`src/rtl/usb_ep_pkg.sv`:
```
package usb_ep_pkg;

  typedef enum logic [1:0] {
    PID_OUT   = 2'd0,
    PID_IN    = 2'd1,
    PID_SETUP = 2'd2,
    PID_SOF   = 2'd3
  } tok_kind_e;

  typedef enum logic [2:0] {
    RSP_NONE  = 3'd0,
    RSP_ACK   = 3'd1,
    RSP_NAK   = 3'd2,
    RSP_STALL = 3'd3,
    RSP_DATA  = 3'd4,
    RSP_ZLP   = 3'd5
  } rsp_e;

  // Packed MSB first: zlp is bit5, arm is bit0.
  typedef struct packed {
    logic zlp;
    logic stall;
    logic iso;
    logic dir;
    logic enable;
    logic arm;
  } ep_ctrl_t;

  localparam int CTRL_W = $bits(ep_ctrl_t);

endpackage

```
`src/rtl/usb_ep_ctrl_bank.sv`:
```
module usb_ep_ctrl_bank
  import usb_ep_pkg::*;
#(
  parameter int NUM_EP = 4
) (
  input  logic                    clk,
  input  logic                    rst_n,
  input  logic [NUM_EP-1:0]       wr_en,
  input  ep_ctrl_t                wdata,
  input  logic [NUM_EP-1:0]       clr_arm,
  input  logic [NUM_EP-1:0]       clr_stall,
  output ep_ctrl_t [NUM_EP-1:0]   ctrl_q
);

  for (genvar i = 0; i < NUM_EP; i++) begin : g_ep
    ep_ctrl_t ctrl_nxt;
    logic     ctrl_en;

    always_comb begin
      ctrl_nxt = ctrl_q[i];
      if (clr_arm[i]) begin
        ctrl_nxt.arm = 1'b0;
        ctrl_nxt.zlp = 1'b0;
      end
      if (clr_stall[i]) begin
        ctrl_nxt.stall = 1'b0;
      end
      if (wr_en[i]) begin
        ctrl_nxt = wdata;
      end
      ctrl_en = wr_en[i] | clr_arm[i] | clr_stall[i];
    end

    always_ff @(posedge clk or negedge rst_n) begin
      if (!rst_n) begin
        ctrl_q[i] <= '0;
      end else if (ctrl_en) begin
        ctrl_q[i] <= ctrl_nxt;
      end
    end

    // completion drops ARM unless software rewrites in the same cycle
    a_r11_arm_cleared: assert property (@(posedge clk) disable iff (!rst_n)
      (clr_arm[i] && !wr_en[i]) |=> !ctrl_q[i].arm);

    // an issued stall is consumed
    a_r5_stall_cleared: assert property (@(posedge clk) disable iff (!rst_n)
      (clr_stall[i] && !wr_en[i]) |=> !ctrl_q[i].stall);

    // a write always lands, even against a hardware clear
    a_r14_write_wins: assert property (@(posedge clk) disable iff (!rst_n)
      wr_en[i] |=> (ctrl_q[i] == $past(wdata)));
  end

endmodule

```
`src/rtl/usb_ep_dev_regs.sv`:
```
module usb_ep_dev_regs #(
  parameter int ADDR_W  = 7,
  parameter int FRAME_W = 11
) (
  input  logic               clk,
  input  logic               rst_n,
  input  logic               addr_wr,
  input  logic [ADDR_W-1:0]  addr_wdata,
  input  logic               sof_seen,
  input  logic [FRAME_W-1:0] sof_frame,
  output logic [ADDR_W-1:0]  dev_addr,
  output logic [FRAME_W-1:0] frame_num
);

  logic [ADDR_W-1:0]  addr_nxt;
  logic [FRAME_W-1:0] frame_nxt;

  always_comb begin
    addr_nxt  = addr_wr  ? addr_wdata : dev_addr;
    frame_nxt = sof_seen ? sof_frame  : frame_num;
  end

  always_ff @(posedge clk or negedge rst_n) begin
    if (!rst_n) begin
      dev_addr <= '0;
    end else if (addr_wr) begin
      dev_addr <= addr_nxt;
    end
  end

  always_ff @(posedge clk or negedge rst_n) begin
    if (!rst_n) begin
      frame_num <= '0;
    end else if (sof_seen) begin
      frame_num <= frame_nxt;
    end
  end

  // SOF captures the carried frame number
  a_r13_frame_capture: assert property (@(posedge clk) disable iff (!rst_n)
    sof_seen |=> (frame_num == $past(sof_frame)));

  // device address takes the written value
  a_r2_addr_write: assert property (@(posedge clk) disable iff (!rst_n)
    addr_wr |=> (dev_addr == $past(addr_wdata)));

endmodule

```
`src/rtl/usb_ep_decide.sv`:
```
module usb_ep_decide
  import usb_ep_pkg::*;
#(
  parameter int NUM_EP = 4,
  parameter int EP_W   = 2
) (
  input  logic                  tok_valid,
  input  logic [1:0]            tok_pid,
  input  logic                  addr_match,
  input  logic [EP_W-1:0]       tok_ep,
  input  ep_ctrl_t [NUM_EP-1:0] ctrl,
  output rsp_e                  rsp,
  output logic                  accept,
  output logic [NUM_EP-1:0]     clr_stall
);

  logic     ep_ok;
  logic     dir_in;
  logic     dir_match;
  logic     is_setup0;
  ep_ctrl_t cur;

  always_comb begin
    ep_ok     = ({1'b0, tok_ep} < (EP_W+1)'(NUM_EP));
    cur       = ep_ok ? ctrl[tok_ep] : '0;
    dir_in    = (tok_pid == PID_IN);
    dir_match = (cur.dir == dir_in);
    is_setup0 = (tok_pid == PID_SETUP) && (tok_ep == '0);

    rsp       = RSP_NONE;
    accept    = 1'b0;
    clr_stall = '0;

    if (tok_valid && (tok_pid != PID_SOF) && addr_match && ep_ok && cur.enable) begin
      if (is_setup0) begin
        rsp          = RSP_ACK;
        accept       = 1'b1;
        clr_stall[0] = 1'b1;
      end else if (cur.iso) begin
        if (cur.arm && dir_match) begin
          accept = 1'b1;
          if (dir_in) begin
            rsp = cur.zlp ? RSP_ZLP : RSP_DATA;
          end
        end
      end else if (cur.stall) begin
        rsp               = RSP_STALL;
        clr_stall[tok_ep] = 1'b1;
      end else if (!dir_match) begin
        rsp = RSP_STALL;
      end else if (!cur.arm) begin
        rsp = RSP_NAK;
      end else begin
        accept = 1'b1;
        if (dir_in) begin
          rsp = cur.zlp ? RSP_ZLP : RSP_DATA;
        end else begin
          rsp = RSP_ACK;
        end
      end
    end
  end

endmodule

```
`src/rtl/usb_ep_responder.sv`:
```
module usb_ep_responder
  import usb_ep_pkg::*;
#(
  parameter int NUM_EP  = 4,
  parameter int DATA_W  = 16,
  parameter int ADDR_W  = 7,
  parameter int FRAME_W = 11,
  localparam int EP_W   = $clog2(NUM_EP),
  localparam int REG_AW = $clog2(NUM_EP + 2)
) (
  input  logic               clk,
  input  logic               rst_n,
  input  logic               reg_wr,
  input  logic [REG_AW-1:0]  reg_addr,
  input  logic [DATA_W-1:0]  reg_wdata,
  output logic [DATA_W-1:0]  reg_rdata,
  input  logic               tok_valid,
  input  logic [1:0]         tok_pid,
  input  logic [ADDR_W-1:0]  tok_addr,
  input  logic [EP_W-1:0]    tok_ep,
  input  logic [FRAME_W-1:0] tok_frame,
  input  logic               phase_done,
  output logic [2:0]         rsp_code,
  output logic [EP_W-1:0]    rsp_ep,
  output logic [NUM_EP-1:0]  ep_done
);

  localparam logic [REG_AW-1:0] SEL_DEVADDR = REG_AW'(NUM_EP);
  localparam logic [REG_AW-1:0] SEL_FRAME   = REG_AW'(NUM_EP + 1);

  // Reset: asynchronous assert, synchronous release
  logic [1:0] rst_pipe;
  logic       rst_sync_n;

  always_ff @(posedge clk or negedge rst_n) begin
    if (!rst_n) begin
      rst_pipe <= 2'b00;
    end else begin
      rst_pipe <= {rst_pipe[0], 1'b1};
    end
  end
  assign rst_sync_n = rst_pipe[1];

  // Register port decode
  logic [NUM_EP-1:0] wr_ctrl;
  logic              wr_devaddr;
  logic              unused_wdata_hi;

  always_comb begin
    for (int i = 0; i < NUM_EP; i++) begin
      wr_ctrl[i] = reg_wr && (reg_addr == REG_AW'(i));
    end
    wr_devaddr = reg_wr && (reg_addr == SEL_DEVADDR);
  end
  assign unused_wdata_hi = ^reg_wdata[DATA_W-1:ADDR_W];

  // Sub-blocks
  ep_ctrl_t [NUM_EP-1:0] ctrl_q;
  logic [NUM_EP-1:0]     clr_arm;
  logic [NUM_EP-1:0]     clr_stall;
  logic [ADDR_W-1:0]     dev_addr;
  logic [FRAME_W-1:0]    frame_num;
  logic                  sof_seen;
  rsp_e                  rsp_dec;
  logic                  accept;

  assign sof_seen = tok_valid && (tok_pid == PID_SOF);

  usb_ep_ctrl_bank #(.NUM_EP(NUM_EP)) u_bank (
    .clk       (clk),
    .rst_n     (rst_sync_n),
    .wr_en     (wr_ctrl),
    .wdata     (ep_ctrl_t'(reg_wdata[CTRL_W-1:0])),
    .clr_arm   (clr_arm),
    .clr_stall (clr_stall),
    .ctrl_q    (ctrl_q)
  );

  usb_ep_dev_regs #(.ADDR_W(ADDR_W), .FRAME_W(FRAME_W)) u_dev (
    .clk        (clk),
    .rst_n      (rst_sync_n),
    .addr_wr    (wr_devaddr),
    .addr_wdata (reg_wdata[ADDR_W-1:0]),
    .sof_seen   (sof_seen),
    .sof_frame  (tok_frame),
    .dev_addr   (dev_addr),
    .frame_num  (frame_num)
  );

  usb_ep_decide #(.NUM_EP(NUM_EP), .EP_W(EP_W)) u_decide (
    .tok_valid  (tok_valid),
    .tok_pid    (tok_pid),
    .addr_match (tok_addr == dev_addr),
    .tok_ep     (tok_ep),
    .ctrl       (ctrl_q),
    .rsp        (rsp_dec),
    .accept     (accept),
    .clr_stall  (clr_stall)
  );

  // Pending transfer and response registers
  rsp_e              rsp_q,      rsp_nxt;
  logic [EP_W-1:0]   rsp_ep_q,   rsp_ep_nxt;
  logic              pend_vld_q, pend_vld_nxt;
  logic [EP_W-1:0]   pend_ep_q,  pend_ep_nxt;
  logic [NUM_EP-1:0] done_q,     done_nxt;

  always_comb begin
    done_nxt = '0;
    if (phase_done && pend_vld_q) begin
      done_nxt[pend_ep_q] = 1'b1;
    end
    clr_arm = done_nxt;

    rsp_nxt    = rsp_dec;
    rsp_ep_nxt = (rsp_dec != RSP_NONE) ? tok_ep : rsp_ep_q;

    pend_vld_nxt = pend_vld_q;
    pend_ep_nxt  = pend_ep_q;
    if (phase_done) begin
      pend_vld_nxt = 1'b0;
    end
    if (accept) begin
      pend_vld_nxt = 1'b1;
      pend_ep_nxt  = tok_ep;
    end
  end

  always_ff @(posedge clk or negedge rst_sync_n) begin
    if (!rst_sync_n) begin
      rsp_q      <= RSP_NONE;
      rsp_ep_q   <= '0;
      pend_vld_q <= 1'b0;
      pend_ep_q  <= '0;
      done_q     <= '0;
    end else begin
      rsp_q      <= rsp_nxt;
      rsp_ep_q   <= rsp_ep_nxt;
      pend_vld_q <= pend_vld_nxt;
      pend_ep_q  <= pend_ep_nxt;
      done_q     <= done_nxt;
    end
  end

  assign rsp_code = rsp_q;
  assign rsp_ep   = rsp_ep_q;
  assign ep_done  = done_q;

  // Read mux
  always_comb begin
    reg_rdata = '0;
    if ({1'b0, reg_addr} < (REG_AW+1)'(NUM_EP)) begin
      reg_rdata[CTRL_W-1:0] = ctrl_q[reg_addr[EP_W-1:0]];
    end else if (reg_addr == SEL_DEVADDR) begin
      reg_rdata[ADDR_W-1:0] = dev_addr;
    end else if (reg_addr == SEL_FRAME) begin
      reg_rdata[FRAME_W-1:0] = frame_num;
    end
  end

  // at most one endpoint completes per cycle
  a_r11_done_onehot: assert property (@(posedge clk) disable iff (!rst_sync_n)
    $onehot0(ep_done));

  // a done flag only follows a completion strobe
  a_r11_done_after_strobe: assert property (@(posedge clk) disable iff (!rst_sync_n)
    (ep_done != '0) |-> $past(phase_done));

  // a response only follows a token
  a_r14_rsp_after_token: assert property (@(posedge clk) disable iff (!rst_sync_n)
    (rsp_code != 3'd0) |-> $past(tok_valid));

  // only defined response codes appear
  a_r14_code_legal: assert property (@(posedge clk) disable iff (!rst_sync_n)
    rsp_code <= 3'd5);

endmodule

```
`config.mk`:
```
export PLATFORM = sky130hd
export DESIGN_NAME = usb_ep_responder
export DESIGN_NICKNAME = d
export VERILOG_FILES = /design/src/rtl/usb_ep_pkg.sv /design/src/rtl/usb_ep_ctrl_bank.sv /design/src/rtl/usb_ep_dev_regs.sv /design/src/rtl/usb_ep_decide.sv /design/src/rtl/usb_ep_responder.sv
export SDC_FILE = /design/constraint.sdc
export NUM_CORES = 1
export LEC_CHECK = 0
export ABC_AREA = 1
export BUFFER_PORTS_ARGS = -buffer_cell sky130_fd_sc_hd__buf_2
export CORE_MARGIN = 1
export CORE_UTILIZATION = 35
export CTS_BUF_LIST = sky130_fd_sc_hd__clkbuf_16
export DETAILED_ROUTE_END_ITERATION = 10
export PLACE_DENSITY_LB_ADDON = 0.25
export SLEW_MARGIN = 5
export SYNTH_ARGS = -nofsm -noshare
export SYNTH_HDL_FRONTEND = slang
export SYNTH_SLANG_ARGS = --single-unit
```
`constraint.sdc`:
```
create_clock -name clk -period 4.1 [get_ports clk]
set_input_delay 0.205 -clock clk [delete_from_list [all_inputs] [get_ports clk]]
set_output_delay 0.205 -clock clk [all_outputs]
set_load 0.01 [all_outputs]
```
# After elaboration in Yosys (flattened, before gate mapping)
# Index checks and enable logic that the tools add are counted.
dict set report totals {
  word_cells 145
  output_inout_bits 25
  inputBits 46
  register_bits 56
}
dict set report classes {
  magnitude_cmp 6
  muxes 50
  n_eq_ne 11
  bitwise 8
  n_reduce_logical 38
}
# op count
set ops {}
lappend ops {{$mux W6} 7}
lappend ops {{$mux W3} 10}
lappend ops {{$bmux W6 S2} 2}
lappend ops {{$reduce_and A2 Y1} 12}
lappend ops {{$mux W1} 21}
lappend ops {{$mux W4} 5}
lappend ops {{$reduce_bool A2 Y1} 9}
lappend ops {{$logic_and A1 B1 Y1} 14}
lappend ops {{$mux W11} 1}
lappend ops {{$lt A2 B3 Y1 const B} 3}
lappend ops {{$or A1 B1 Y1} 8}
lappend ops {{$eq A7 B7 Y1} 1}
lappend ops {{$mux W7} 1}
lappend ops {{$eq A3 B2 Y1 const B} 2}
lappend ops {{$eq A3 B3 Y1 const B} 2}
lappend ops {{$mux W5} 1}
lappend ops {{$demux W1 S2} 2}
lappend ops {{$eq A2 B2 Y1 const B} 2}
lappend ops {{$ge A2 B1 Y1 const B} 2}
lappend ops {{$eq A3 B1 Y1 const B} 1}
lappend ops {{$logic_not A3 Y1} 1}
lappend ops {{$lt A3 B3 Y1 const B} 1}
lappend ops {{$reduce_bool A3 Y1} 1}
lappend ops {{$eq A2 B1 Y1 const B} 1}
lappend ops {{3 further kinds} 3}

# Longest topological paths before layout
# Gate-level depths: netlist of run 1.
dict set report logic_depth {
  depth_word 11
  mapped_depth 13
  ltp_nobuf 13
}

# Hierarchy
# A second synthesis of run 1 with hierarchy kept.
dict set report unflattened {
  cells_unflattened 473
  hier_area_um2 3206.8
}
# module instances cells_per_inst area_per_inst_um2 seq_area_each_um2
set by_module_without_submodules {}
lappend by_module_without_submodules {usb_ep_responder 1 197 1121.1 350.3}
lappend by_module_without_submodules {usb_ep_ctrl_bank 1 108 970.9 600.6}
lappend by_module_without_submodules {usb_ep_dev_regs 1 77 686.9 450.4}
lappend by_module_without_submodules {usb_ep_decide 1 91 427.9 0.0}

# Worst setup path after synthesis of run 1
# OpenSTA, ideal clock, no wires.
dict set report synth_path {
  path_kind {register -> register}
  start {reg u_dev.dev_addr[1]}
  end {reg pend_ep_q[0]}
  period_less_slack_ns 1.367
  t_required_ns 3.977
  setup_ns 0.123
  arrival_time_ns 1.244
  path_slack_ns 2.733
  n_path_buf 0
  stages_incl_launch_ff 11
  path_cell_list {dfrtp_1 > nand2_1 > nand2_1 > nor2_1 > nand2_1 > nor2_1 > nand2_1 > nor3_1 > nor2_2 > nand2_1 > o21ai_1}
}
dict set report synth_between {
  elab_chain_len 4
}
# element line
set synth_lines {}
lappend synth_lines {{start, declared} usb_ep_dev_regs.sv:11} ;# output logic [ADDR_W-1:0] dev_addr,
lappend synth_lines {{start signal, assigned} usb_ep_dev_regs.sv:27} ;# dev_addr <= addr_nxt;
lappend synth_lines {{$eq A7 B7 Y1} usb_ep_responder.sv:93} ;# .addr_match (tok_addr == dev_addr),
lappend synth_lines {{$logic_and A1 B1 Y1 (2 in a row)} usb_ep_decide.sv:34} ;# if (tok_valid && (tok_pid != PID_SOF) && addr_match && ep_ok && cur.enable) begin
lappend synth_lines {{$mux W1} usb_ep_decide.sv:34}
lappend synth_lines {{end signal, assigned} usb_ep_responder.sv:140} ;# pend_ep_q <= pend_ep_nxt;
lappend synth_lines {{end, declared} usb_ep_responder.sv:105} ;# logic [EP_W-1:0] pend_ep_q, pend_ep_nxt;
# Every way passes these cells.
# A chain may end at the register's enable or synchronous reset.

# Worst setup path in the final report of run 1
dict set report layout_path {
  start {in reg_addr[2]}
  end {out reg_rdata[4]}
}
dict set report layout_between {
  elab_chain_len 4
  elab_cells_between_ends 6
  classes_between {order compare: 1; eq/ne: 2; mux: 3}
}
# element line
set layout_lines {}
lappend layout_lines {{start, declared} usb_ep_responder.sv:14} ;# input logic [REG_AW-1:0] reg_addr,
lappend layout_lines {{$eq A3 B3 Y1} usb_ep_responder.sv:156} ;# end else if (reg_addr == SEL_FRAME) begin
lappend layout_lines {{$mux W11} usb_ep_responder.sv:156}
lappend layout_lines {{$mux W7} usb_ep_responder.sv:154} ;# end else if (reg_addr == SEL_DEVADDR) begin
lappend layout_lines {{$mux W6 *} usb_ep_responder.sv:152} ;# if ({1'b0, reg_addr} < (REG_AW+1)'(NUM_EP)) begin
lappend layout_lines {{end, declared} usb_ep_responder.sv:16} ;# output logic [DATA_W-1:0] reg_rdata,
# Mark *: on every way between the ends. The rest lies on a longest branch, timed or not.

==> impl_metrics.csv, run 1 <==
group,metric,value,unit
run_status,status,"completed",
detailed_routing,firstDrtPassIters,4,
power,p_leak,1.85,nW
clock_network,cts.clk_slew.worst_paths,0.07,ns
clock_network,cts_root_buf,"clkbuf_16",
floorplanning,die_y,94.0,µm
floorplanning,row_count,33,
cells_and_area,nets,490,
logic_synthesis,async_flop_share,100,%
power,p_total,1.40,mW
grt,globalRouteTotalUtil,17.8,%
timing,fmax,0.551,GHz
cells_and_area,area_delta_synth_final,17.5,%
cells_and_area,nFillCells,825,
logic_synthesis,ys_ff_latch,56,
logic_synthesis,synth_cells,386,
logic_synthesis,netlist_area,0.00296,mm²
cells_and_area,layout_commonest_cell,"nand2_1",
power,power_density,403,mW/mm²
detailed_routing,drt_iter0_drc,111,
cells_and_area,finalInstanceArea,0.00348,mm²
grt,antenna_found_initial,0,
grt,grt_first_pass_wirelength,11.9,mm
logic_synthesis,ys.flop_type,"dfrtp_1",
worst_setup_path,startpoint_type,"input port",
clock_network,cts_tree,"yes",
timing,setup_tns,0,ns
placed_design,dp.cells,541,
timing,setup_viol,0,
clock_network,cts_sinks,56,
cells_and_area,multi_input_area,0.00127,mm²
clock_network,htreeDepth,2,
worst_setup_path,crit_arrival,1.61,ns
floorplanning,start_util,36.0,%
timing,relSlewSlack,56.0,%
cells_and_area,final_cell_mix,"nand2_1, inv_1, buf_2, dfrtp_1, nor2_1",
placed_design,post_dp_cell_area,0.00332,mm²
floorplanning,ioPinCount,71,
floorplanning,die-area,0.00883,mm²
worst_setup_path,crit_required,3.89,ns
worst_setup_path,worstPathCellList,"buf_2 > clkinv_1 > nor2_1 > nand2_1 > o21ai_0 > nor2_1 > a31oi_1 > buf_2",
power,ir_drop,0.232,mV
timing,period_share,44.3,%
logic_synthesis,synthDistinctLibCells,32,
logic_synthesis,ys_warn_count,0,
timing,fin_crit,1.82,ns
clock_network,insertion_delay,0.29,ns
hold_path,hp-class,"in2reg",
detailed_routing,viasPerCell,4.83,
grt,grt_pass1_vias,2478,
worst_setup_path,cpPeakStageDelay,0.50,ns
worst_setup_path,cp_max_fo,9,
clock_network,cts_made_buffers,5,
detailed_routing,totalWireLength,7.47,mm
detailed_routing,vias,2656,
timing,rsz0062_at_grt,"false",
timing,fin_worst_skew,0.00624,ns
clock_network,cts_buffer_depth,2,
cells_and_area,finalNonFillerCells,550,
cells_and_area,utilization,42.3,%
logic_synthesis,synth-edff-count,0,
grt,grt_remaining_overflow,0,
cells_and_area,ff_latch_area,0.00140,mm²
detailed_routing,wl_per_cell,13.6,µm
timing,hold_viol,0,
clock_network,cts_resized,0,
timing,maxSlewViolCount,0,
logic_synthesis,synth_seq_area_share,47.4,%
cells_and_area,num_antenna_cells,0,
worst_setup_path,crit_slowest_cell,"nor2_1",
worst_setup_path,crit_type,"in2out",
placed_design,dp_hpwl,5.59,mm
detailed_routing,drc,0,
placed_design,io_buffers,56,
floorplanning,coreArea,0.00822,mm²
placed_design,gp_congestion,0.879,
cells_and_area,drive_above_1_share,19.8,%
logic_synthesis,syn_area_per_cell,7.67,µm²
timing,worst_slew_pin_slew,0.658,ns
detailed_routing,ant_nets,0,
floorplanning,die_w,94.0,µm
worst_setup_path,endpoint_kind,"output pin",
clock_network,cts_setup_buffers,0,
grt,grt_max_degree,40,
job,drv_cap,0,
## critical path: cells and delay by family
| kind | cells | cell delay, ns |
|---|---|---|
| compound gates | 2 | 0.25 |
| buf+inv | 3 | 0.50 |
| simple gates | 3 | 0.65 |
## metal layers
| metal | wire length [µm] | global-route usage, % | vias to the layer above |
|---|---|---|---|
| met5 | 0 | 0 | - |
| met4 | 81 | 5.38 | 0 |
| met3 | 403 | 2.91 | 9 |
| met2 | 3510 | 29.4 | 69 |
| met1 | 3480 | 23.9 | 1236 |
| li1 | - | - | 1342 |
## stage by stage
stage,hold slack (ns),setup slack [ns]
final,0.106,2.28
after global routing,0.104,2.11
after CTS,0.105,2.29
after detailed placement,-0.00643,2.24
after global placement,-0.00858,2.27
after floorplan,-0.0906,2.43
## power breakdown
group	leakage (nW)	total, mW	internal, mW	switching, mW
registers	0.699	0.694	0.635	0.0588
clock network	0.0754	0.422	0.226	0.196
logic	1.07	0.283	0.111	0.173
## cells by family (layout without fill, tap and decap cells)
group | Yosys count | after routing | synth area share, %
compound gates | 67 | 67 | 13.2
buf+inv | 73 | 128 | 10.3
flops | 56 | 56 | 47.4
mux | 7 | 7 | 2.66
other cells | 2 | 6 | 0.254
simple gates | 181 | 181 | 26.2
## cells in the mapped netlist (all sizes together) (4+ instances only)
cell    number  area [µm²]
nand2      101         384
inv         61         229
dfrtp       56        1400
nor2        48         210
o21ai       34         170
nand3       22         115
o22ai       12        75.1
buf          7        56.3
mux2         7        78.8
a21oi        6        30.0
nand4        6        37.5
a22oi        4        30.0
clkbuf       4        15.0
## cell type report
type	instances	area share [%]
tap	105	3.78
clock buffer	5	3.60
multi-input combinational	261	36.5
timing repair buffer	58	8.57
sequential	56	40.4
clock inverter	3	0.504
inverter	62	6.70
## state kept, by name, indices dropped and copies added (netlist names)
| signal | flops |
|---|---|
| ep_done | 4 |
| pend_ep_q | 2 |
| pend_vld_q | 1 |
| rsp_code | 3 |
| rsp_ep | 2 |
| rst_pipe | 2 |
| u_bank.ctrl_q | 24 |
| u_dev.dev_addr | 7 |
| u_dev.frame_num | 11 |
## path summary, 6_finish.rpt
check	end	cells past startpoint	slack (ns)	start
max	reg_rdata[4]	8	2.28	reg_addr[2]
min	pend_vld_q	2	0.11	phase_done
max reg2reg	pend_ep_q[0]	11	2.37	u_dev.dev_addr[1]
min reg2reg	u_bank.ctrl_q[18]	0	0.18	rst_pipe[1]
max in group asynchronous	u_bank.ctrl_q[15]	1	3.05	rst_pipe[1]
min in group asynchronous	u_bank.ctrl_q[18]	0	0.18	rst_pipe[1]
## timing repair
action | CTS | global route
endpoints found under the setup margin | 0 | 0
endpoints found under the hold margin | 2 | 0
hold buffers | 1 | 0
(Power assumes the default switching activity.)
==> run 2: changes to the inputs <==
--- a/config.mk
+++ b/config.mk
@@ -5,7 +5,7 @@
 export SDC_FILE = /design/constraint.sdc
 export NUM_CORES = 1
 export LEC_CHECK = 0
-export ABC_AREA = 1
+export ABC_AREA = 0
 export BUFFER_PORTS_ARGS = -buffer_cell sky130_fd_sc_hd__buf_2
 export CORE_MARGIN = 1
 export CORE_UTILIZATION = 35
==> constraint.sdc (replaced) <==
create_clock -name clk -period 1.7 [get_ports clk]
set_input_delay 0.085 -clock clk [delete_from_list [all_inputs] [get_ports clk]]
set_output_delay 0.085 -clock clk [all_outputs]
set_load 0.01 [all_outputs]
==> run 2 against run 1 <==
  * The flow now finishes with violations (negative setup slack)
  * Die area is 2.4% lower
  * Global-route usage is 0.50 points lower
  * Clock skew barely moved
  * Via count down 17%
  * First-iteration DRC count decreased by 35%
  * Final cell count down 19%
  * Synthesized cell count is 40% lower
  * Core utilization rose by 8.0 points
  * Largest cell class is now multi-input gates
==> impl_metrics.csv, run 2 <==
group,metric,value,unit
logic_synthesis,ys.flop_type,"dfrtp_1",
worst_setup_path,crit_required,1.87,ns
placed_design,dp.cells,430,
cells_and_area,reg_top3,"u_bank.ctrl_q x24, u_dev.frame_num x11, u_dev.dev_addr x7",
clock_network,insertion_delay,0.29,ns
detailed_routing,vias,2195,
detailed_routing,totalWireLength,7.13,mm
floorplanning,row_count,32,
worst_setup_path,worstPathCellList,"mux2i_1 > mux2_4 > or4_4 > o21ba_4 > o22ai_1",
worst_setup_path,crit_arrival,1.98,ns
logic_synthesis,synth_top_area_share,48.5,%
placed_design,gp_congestion,0.871,
clock_network,cts_buffer_depth,2,
timing,setup_tns,-0.842,ns
detailed_routing,viasPerCell,4.94,
placed_design,io_buffers,56,
logic_synthesis,ys_warn_count,0,
clock_network,cts_tree,"yes",
grt,globalRouteTotalUtil,17.3,%
logic_synthesis,synth-edff-count,0,
detailed_routing,firstDrtPassIters,4,
run_status,status,"finished with violations",
logic_synthesis,synth_cells,230,
power,p_leak,1.91,nW
power,power_density,1030,mW/mm²
cells_and_area,final_cell_mix,"buf_2, dfrtp_1, buf_4, mux2_2, nand2_1",
power,ir_drop,0.439,mV
clock_network,cts_sinks,56,
logic_synthesis,synth_area_leaders,"dfrtp_1, mux2_2, mux4_2",
worst_setup_path,reg2reg_from,"u_bank.ctrl_q[13]",
logic_synthesis,netlist.top_cell.by_area,"dfrtp_1",
floorplanning,die_w,92.8,µm
cells_and_area,area_delta_synth_final,36.8,%
logic_synthesis,syn_area_per_cell,12.6,µm²
clock_network,htreeDepth,2,
timing,rsz0062_at_grt,"true",
clock_network,cts_root_buf,"clkbuf_16",
floorplanning,coreArea,0.00785,mm²
worst_setup_path,cpPeakStageDelay,0.60,ns
grt,grt_first_pass_wirelength,11.3,mm
cells_and_area,drive_above_1_share,54.4,%
timing,fmax,0.551,GHz
detailed_routing,drt_iter0_drc,72,
cells_and_area,layout_commonest_cell,"buf_2",
detailed_routing,wl_per_cell,16.1,µm
grt,grt_remaining_overflow,0,
timing,relSlewSlack,62.7,%
cells_and_area,num_antenna_cells,0,
grt,grt_pass1_vias,2199,
clock_network,cts.clk_slew.worst_paths,0.08,ns
timing,fin_worst_skew,0.00655,ns
hold_path,hp-class,"in2reg",
logic_synthesis,synthDistinctLibCells,36,
worst_setup_path,startpoint_type,"flop",
grt,antenna_found_initial,0,
cells_and_area,nets,387,
worst_setup_path,crit_type,"reg2reg",
cells_and_area,finalNonFillerCells,444,
floorplanning,ioPinCount,71,
worst_setup_path,setup.worst_path.start,"u_bank.ctrl_q[13]",
placed_design,dp_hpwl,5.37,mm
logic_synthesis,synth_seq_area_share,48.5,%
timing,maxSlewViolCount,0,
timing,worst_slew_pin_slew,0.557,ns
logic_synthesis,post-synth-top-count-cell,"dfrtp_1",
floorplanning,die-area,0.00862,mm²
floorplanning,start_util,36.8,%
detailed_routing,ant_nets,0,
floorplanning,die_y,92.8,µm
logic_synthesis,netlist_top_cells_count,"dfrtp_1, mux2_2, nand2_1",
detailed_routing,drc,0,
clock_network,cts_made_buffers,5,
job,drv_cap,0,
hold_path,hold_path.startpoint,"tok_frame[0]",
logic_synthesis,async_flop_share,100,%
timing,fin_crit,1.81,ns
timing,setup_viol,11,
logic_synthesis,ys_ff_latch,56,
worst_setup_path,crit_slowest_cell,"or4_4",
timing,fin_ws,-0.113,ns
cells_and_area,top_register,"u_bank.ctrl_q",
worst_setup_path,endpoint_kind,"flop",
cells_and_area,largest_reg_flops,24,
timing,period_share,107,%
cells_and_area,utilization,50.3,%
run_status,violations,"negative setup slack",
grt,grt_max_degree,55,
timing,hold_viol,0,
worst_setup_path,cp_max_fo,8,
logic_synthesis,netlist_area,0.00289,mm²
[run 2: changes by cell type after synthesis, moves of 10 or more]
cell     change
mux2_2      +24
mux2i_1     +10
nor2_1      -33
inv_1       -46
o21ai_0     -28
nand2_1     -86
nand3_1     -14
[run 2: cell families after synthesis]
kind of cell | after synthesis | synth area share (%)
muxes | 53 | 24.9
xor gates and xnor gates | 8 | 2.43
AOI/OAI and AO/OA | 31 | 7.93
DFF | 56 | 48.5
buffers and inverters | 27 | 6.02
other | 2 | 0.260
and+or+nand+nor | 53 | 9.92
[run 2: where the power goes]
part / internal [mW] / leakage (nW) / switching (mW)
Clock: 0.701 / 0.0840 / 0.490
Sequential: 1.55 / 0.684 / 0.140
Combinational: 0.728 / 1.14 / 0.483
Total: 2.97 / 1.91 / 1.11
[run 2: final timing paths]
kind / slack [ns] / cells after the start / to
max in group asynchronous: 1.18 / 1 / u_bank.ctrl_q[21]
min reg2reg: 0.27 / 1 / ep_done[1]
min in group asynchronous: 0.09 / 2 / rst_pipe[0]
max: -0.11 / 5 / rsp_ep[1]
min: 0.02 / 2 / u_dev.frame_num[0]
max reg2reg: -0.11 / 5 / rsp_ep[1]
[run 2: repair_timing]
item	in CTS	in global routing
gates resized for setup	5	18
buffers inserted	0	4
hold buffers	2	0
hold endpoints to repair	3	0
endpoints found under the setup margin	12	17
pin swaps	3	0
[run 2: area by class of cell]
class | count | area (µm²)
inverters | 12 | 45.0
repair buffers | 115 | 774
clock inverters | 3 | 47.5
well taps | 102 | 128
fillers | 730 | 3900
flip-flops and latches | 56 | 1400
multi-input cells | 151 | 1430
clock buffers | 5 | 125
[run 2: critical path, delay by kind of cell (launching register included)]
| kind | cells | cell delay [ns] |
|---|---|---|
| AO/OA/AOI/OAI | 2 | 0.34 |
| flip-flops | 1 | 0.37 |
| multiplexers | 2 | 0.38 |
| AND/OR/NAND/NOR | 1 | 0.60 |
[run 2: metrics by stage]
stage | hold slack, ns | instance area [µm²] | power (mW) | worst slack, ns
finish | 0.0194 | 3950 | 4.09 | -0.113
global route | 0.0161 | 3950 | 4.31 | -0.210
CTS | 0.0148 | 3850 | 4.04 | -0.132
detailed placement | -0.127 | 3630 | 2.81 | -0.229
global placement | -0.130 | 3630 | 2.79 | -0.187
floorplan | -0.211 | 2940 | 2.30 | -0.0547
[run 2: metal layers]
| metal | up-vias | GRT usage, % | wire, µm |
|---|---|---|---|
| li1 | 1048 | - | - |
| met3 | 6 | 2.55 | 245 |
| met5 | - | 0 | 0 |
| met4 | 0 | 4.62 | 75 |
| met2 | 48 | 28.9 | 3600 |
| met1 | 1093 | 23.5 | 3200 |
==> run 3: changes to the inputs <==
--- a/config.mk
+++ b/config.mk
@@ -8,10 +8,10 @@
 export ABC_AREA = 0
 export BUFFER_PORTS_ARGS = -buffer_cell sky130_fd_sc_hd__buf_2
 export CORE_MARGIN = 1
-export CORE_UTILIZATION = 35
+export CORE_UTILIZATION = 50
 export CTS_BUF_LIST = sky130_fd_sc_hd__clkbuf_16
 export DETAILED_ROUTE_END_ITERATION = 10
-export PLACE_DENSITY_LB_ADDON = 0.25
+export PLACE_DENSITY = 0.86
 export SLEW_MARGIN = 5
 export SYNTH_ARGS = -nofsm -noshare
 export SYNTH_HDL_FRONTEND = slang
==> constraint.sdc (replaced) <==
create_clock -name clk -period 2.1 [get_ports clk]
set_input_delay 0.105 -clock clk [delete_from_list [all_inputs] [get_ports clk]]
set_output_delay 0.105 -clock clk [all_outputs]
set_load 0.01 [all_outputs]
==> run 3 against run 2 <==
  * The run now ends clean
  * Count of clock-buffer cells in the layout stayed put
  * Via count is 5.1% lower
  * Worst setup slack improved by 0.28 ns
  * Hold slack improved by 0.021 ns
  * Sequential power decreased by 18%
  * Flip-flop and latch count stayed put
  * Core utilization rose by 10 points
  * Final cell count down 19%
  * Clock power fell by 33%
  * Global-route usage is 3.9 points higher
  * Total power decreased by 31%
  * Critical path type unchanged
  * Critical endpoint is now u_bank.ctrl_q[10]
  * Highest routed layer unchanged
==> impl_metrics.csv, run 3 (synthesis gave the netlist of run 2 again) <==
group,metric,value,unit
detailed_routing,vias,2084,
worst_setup_path,cpPeakStageDelay,0.58,ns
timing,fin_ws,0.163,ns
timing,rsz0062_at_grt,"false",
cells_and_area,top_register,"u_bank.ctrl_q",
power,power_density,847,mW/mm²
timing,fmax,0.516,GHz
clock_network,cts_made_buffers,5,
cells_and_area,area_delta_synth_final,16.0,%
timing,hold_viol,0,
timing,fin_worst_skew,0.00761,ns
clock_network,cts_buffer_depth,2,
floorplanning,start_util,52.1,%
detailed_routing,ant_nets,0,
cells_and_area,final_cell_mix,"buf_2, dfrtp_1, mux2_2, inv_1, nand2_1",
run_status,status,"completed",
timing,period_share,92.2,%
cells_and_area,nets,334,
detailed_routing,viasPerCell,5.77,
placed_design,dpl_worst_slack,0.135,ns
placed_design,gp_congestion,0.845,
worst_setup_path,path_delay_family,"simple AND/OR/NAND/NOR gates",
worst_setup_path,crit_type,"reg2reg",
clock_network,htreeDepth,2,
grt,globalRouteTotalUtil,21.3,%
worst_setup_path,cp.buffers_inverters,0,
clock_network,cts_tree,"yes",
grt,grt_pass1_vias,2008,
floorplanning,row_count,27,
clock_network,cts_sinks,56,
job,drv_cap,0,
power,p_leak,1.60,nW
worst_setup_path,startpoint_type,"flop",
detailed_routing,drt_iter0_drc,93,
detailed_routing,firstDrtPassIters,4,
floorplanning,die_y,78.0,µm
cells_and_area,reg_top3,"u_bank.ctrl_q x24, u_dev.frame_num x11, u_dev.dev_addr x7",
worst_setup_path,worstPathCellList,"xnor2_1 > nand4_1 > or4_4 > o41ai_1 > o21ai_1",
timing,maxSlewViolCount,0,
clock_network,cts_root_buf,"clkbuf_16",
cells_and_area,largest_reg_flops,24,
floorplanning,die-area,0.00608,mm²
hold_path,hp-class,"in2reg",
floorplanning,coreArea,0.00554,mm²
worst_setup_path,endpoint_kind,"flop",
grt,antenna_found_initial,0,
floorplanning,ioPinCount,71,
clock_network,cts.clk_slew.worst_paths,0.07,ns
worst_setup_path,crit_required,2.25,ns
grt,grt_max_degree,55,
cells_and_area,num_antenna_cells,0,
cells_and_area,drive_above_1_share,40.1,%
detailed_routing,drc,0,
detailed_routing,wl_per_cell,17.4,µm
timing,worst_slew_pin_slew,0.692,ns
cells_and_area,layout_commonest_cell,"buf_2",
grt,grt_remaining_overflow,0,
worst_setup_path,crit_arrival,2.09,ns
timing,fin_crit,1.94,ns
detailed_routing,totalWireLength,6.27,mm
placed_design,dp_hpwl,4.46,mm
placed_design,io_buffers,56,
timing,setup_viol,0,
power,ir_drop,0.527,mV
timing,relSlewSlack,53.9,%
floorplanning,die_w,78.0,µm
worst_setup_path,cp_max_fo,9,
clock_network,insertion_delay,0.29,ns
timing,setup_tns,0,ns
worst_setup_path,crit_slowest_cell,"or4_4",
grt,grt_first_pass_wirelength,9.78,mm
## run 3: cell types whose count changed in the layout (fill, tap and decap cells not counted), moves of 2 or more
cell,change
buf_4,-42
o22ai_1,+4
xnor2_1,+3
inv_2,-5
buf_6,-9
xnor2_2,-3
o22ai_2,-4
mux2_4,-2
inv_1,+7
## run 3: cell type report
class	instances	area (µm²)
sequential	56	1400
tap	72	90.1
clock inverter	3	16.3
fill	464	2190
clock buffer	5	125
inverter	12	45.0
multi-input combinational	151	1340
timing repair buffer	62	328
## run 3: where the power goes
part           internal (mW)  switching (mW)
clock                  0.436           0.363
combinational          0.356           0.299
sequential              1.25           0.130
total                   2.04           0.793
## run 3: routing by layer
metal  GRT usage, %  part of all wire, %  up-vias
met2           36.3                   52       73
met5              0                    0        -
met1           28.4                   41     1060
met3           3.29                  4.9        9
li1               -                    -      942
met4           5.56                  1.2        0
## run 3: what timing repair did
| action | CTS | global route |
|---|---|---|
| hold endpoints to repair | 2 | 0 |
| gates resized for setup | 0 | 2 |
| setup endpoints to repair | 0 | 2 |
| hold buffers | 1 | 0 |
| setup buffers | 0 | 0 |
## run 3: final timing paths
kind	slack, ns	depth (start not counted)	start	endpoint
min reg2reg	0.36	0	rst_pipe[0]	rst_pipe[1]
min	0.04	2	tok_frame[9]	u_dev.frame_num[9]
max	0.16	5	u_dev.dev_addr[6]	u_bank.ctrl_q[10]
max in group asynchronous	1.25	1	rst_pipe[1]	u_dev.dev_addr[1]
min in group asynchronous	0.12	2	rst_n	rst_pipe[1]
max reg2reg	0.16	5	u_dev.dev_addr[6]	u_bank.ctrl_q[10]
## run 3: stage by stage
stage                     hold slack, ns  area, µm²  util, %  std cells  total power [mW]
after floorplan                   -0.191       2900        -        234              1.84
after global placement            -0.109       3180     57.5        352              2.00
after detailed placement          -0.107       3180     57.5        352              2.04
after CTS                         0.0339       3330     60.2        361              2.84
after global routing              0.0459       3350     60.5        361              2.98
final                             0.0401       3350     60.5        361              2.84
## run 3: worst reg2reg max path, cell delays in order, from the launching register on
cell	delay, ns
dfrtp_1	0.41
xnor2_1	0.23
nand4_1	0.13
or4_4	0.58
o41ai_1	0.35
o21ai_1	0.11
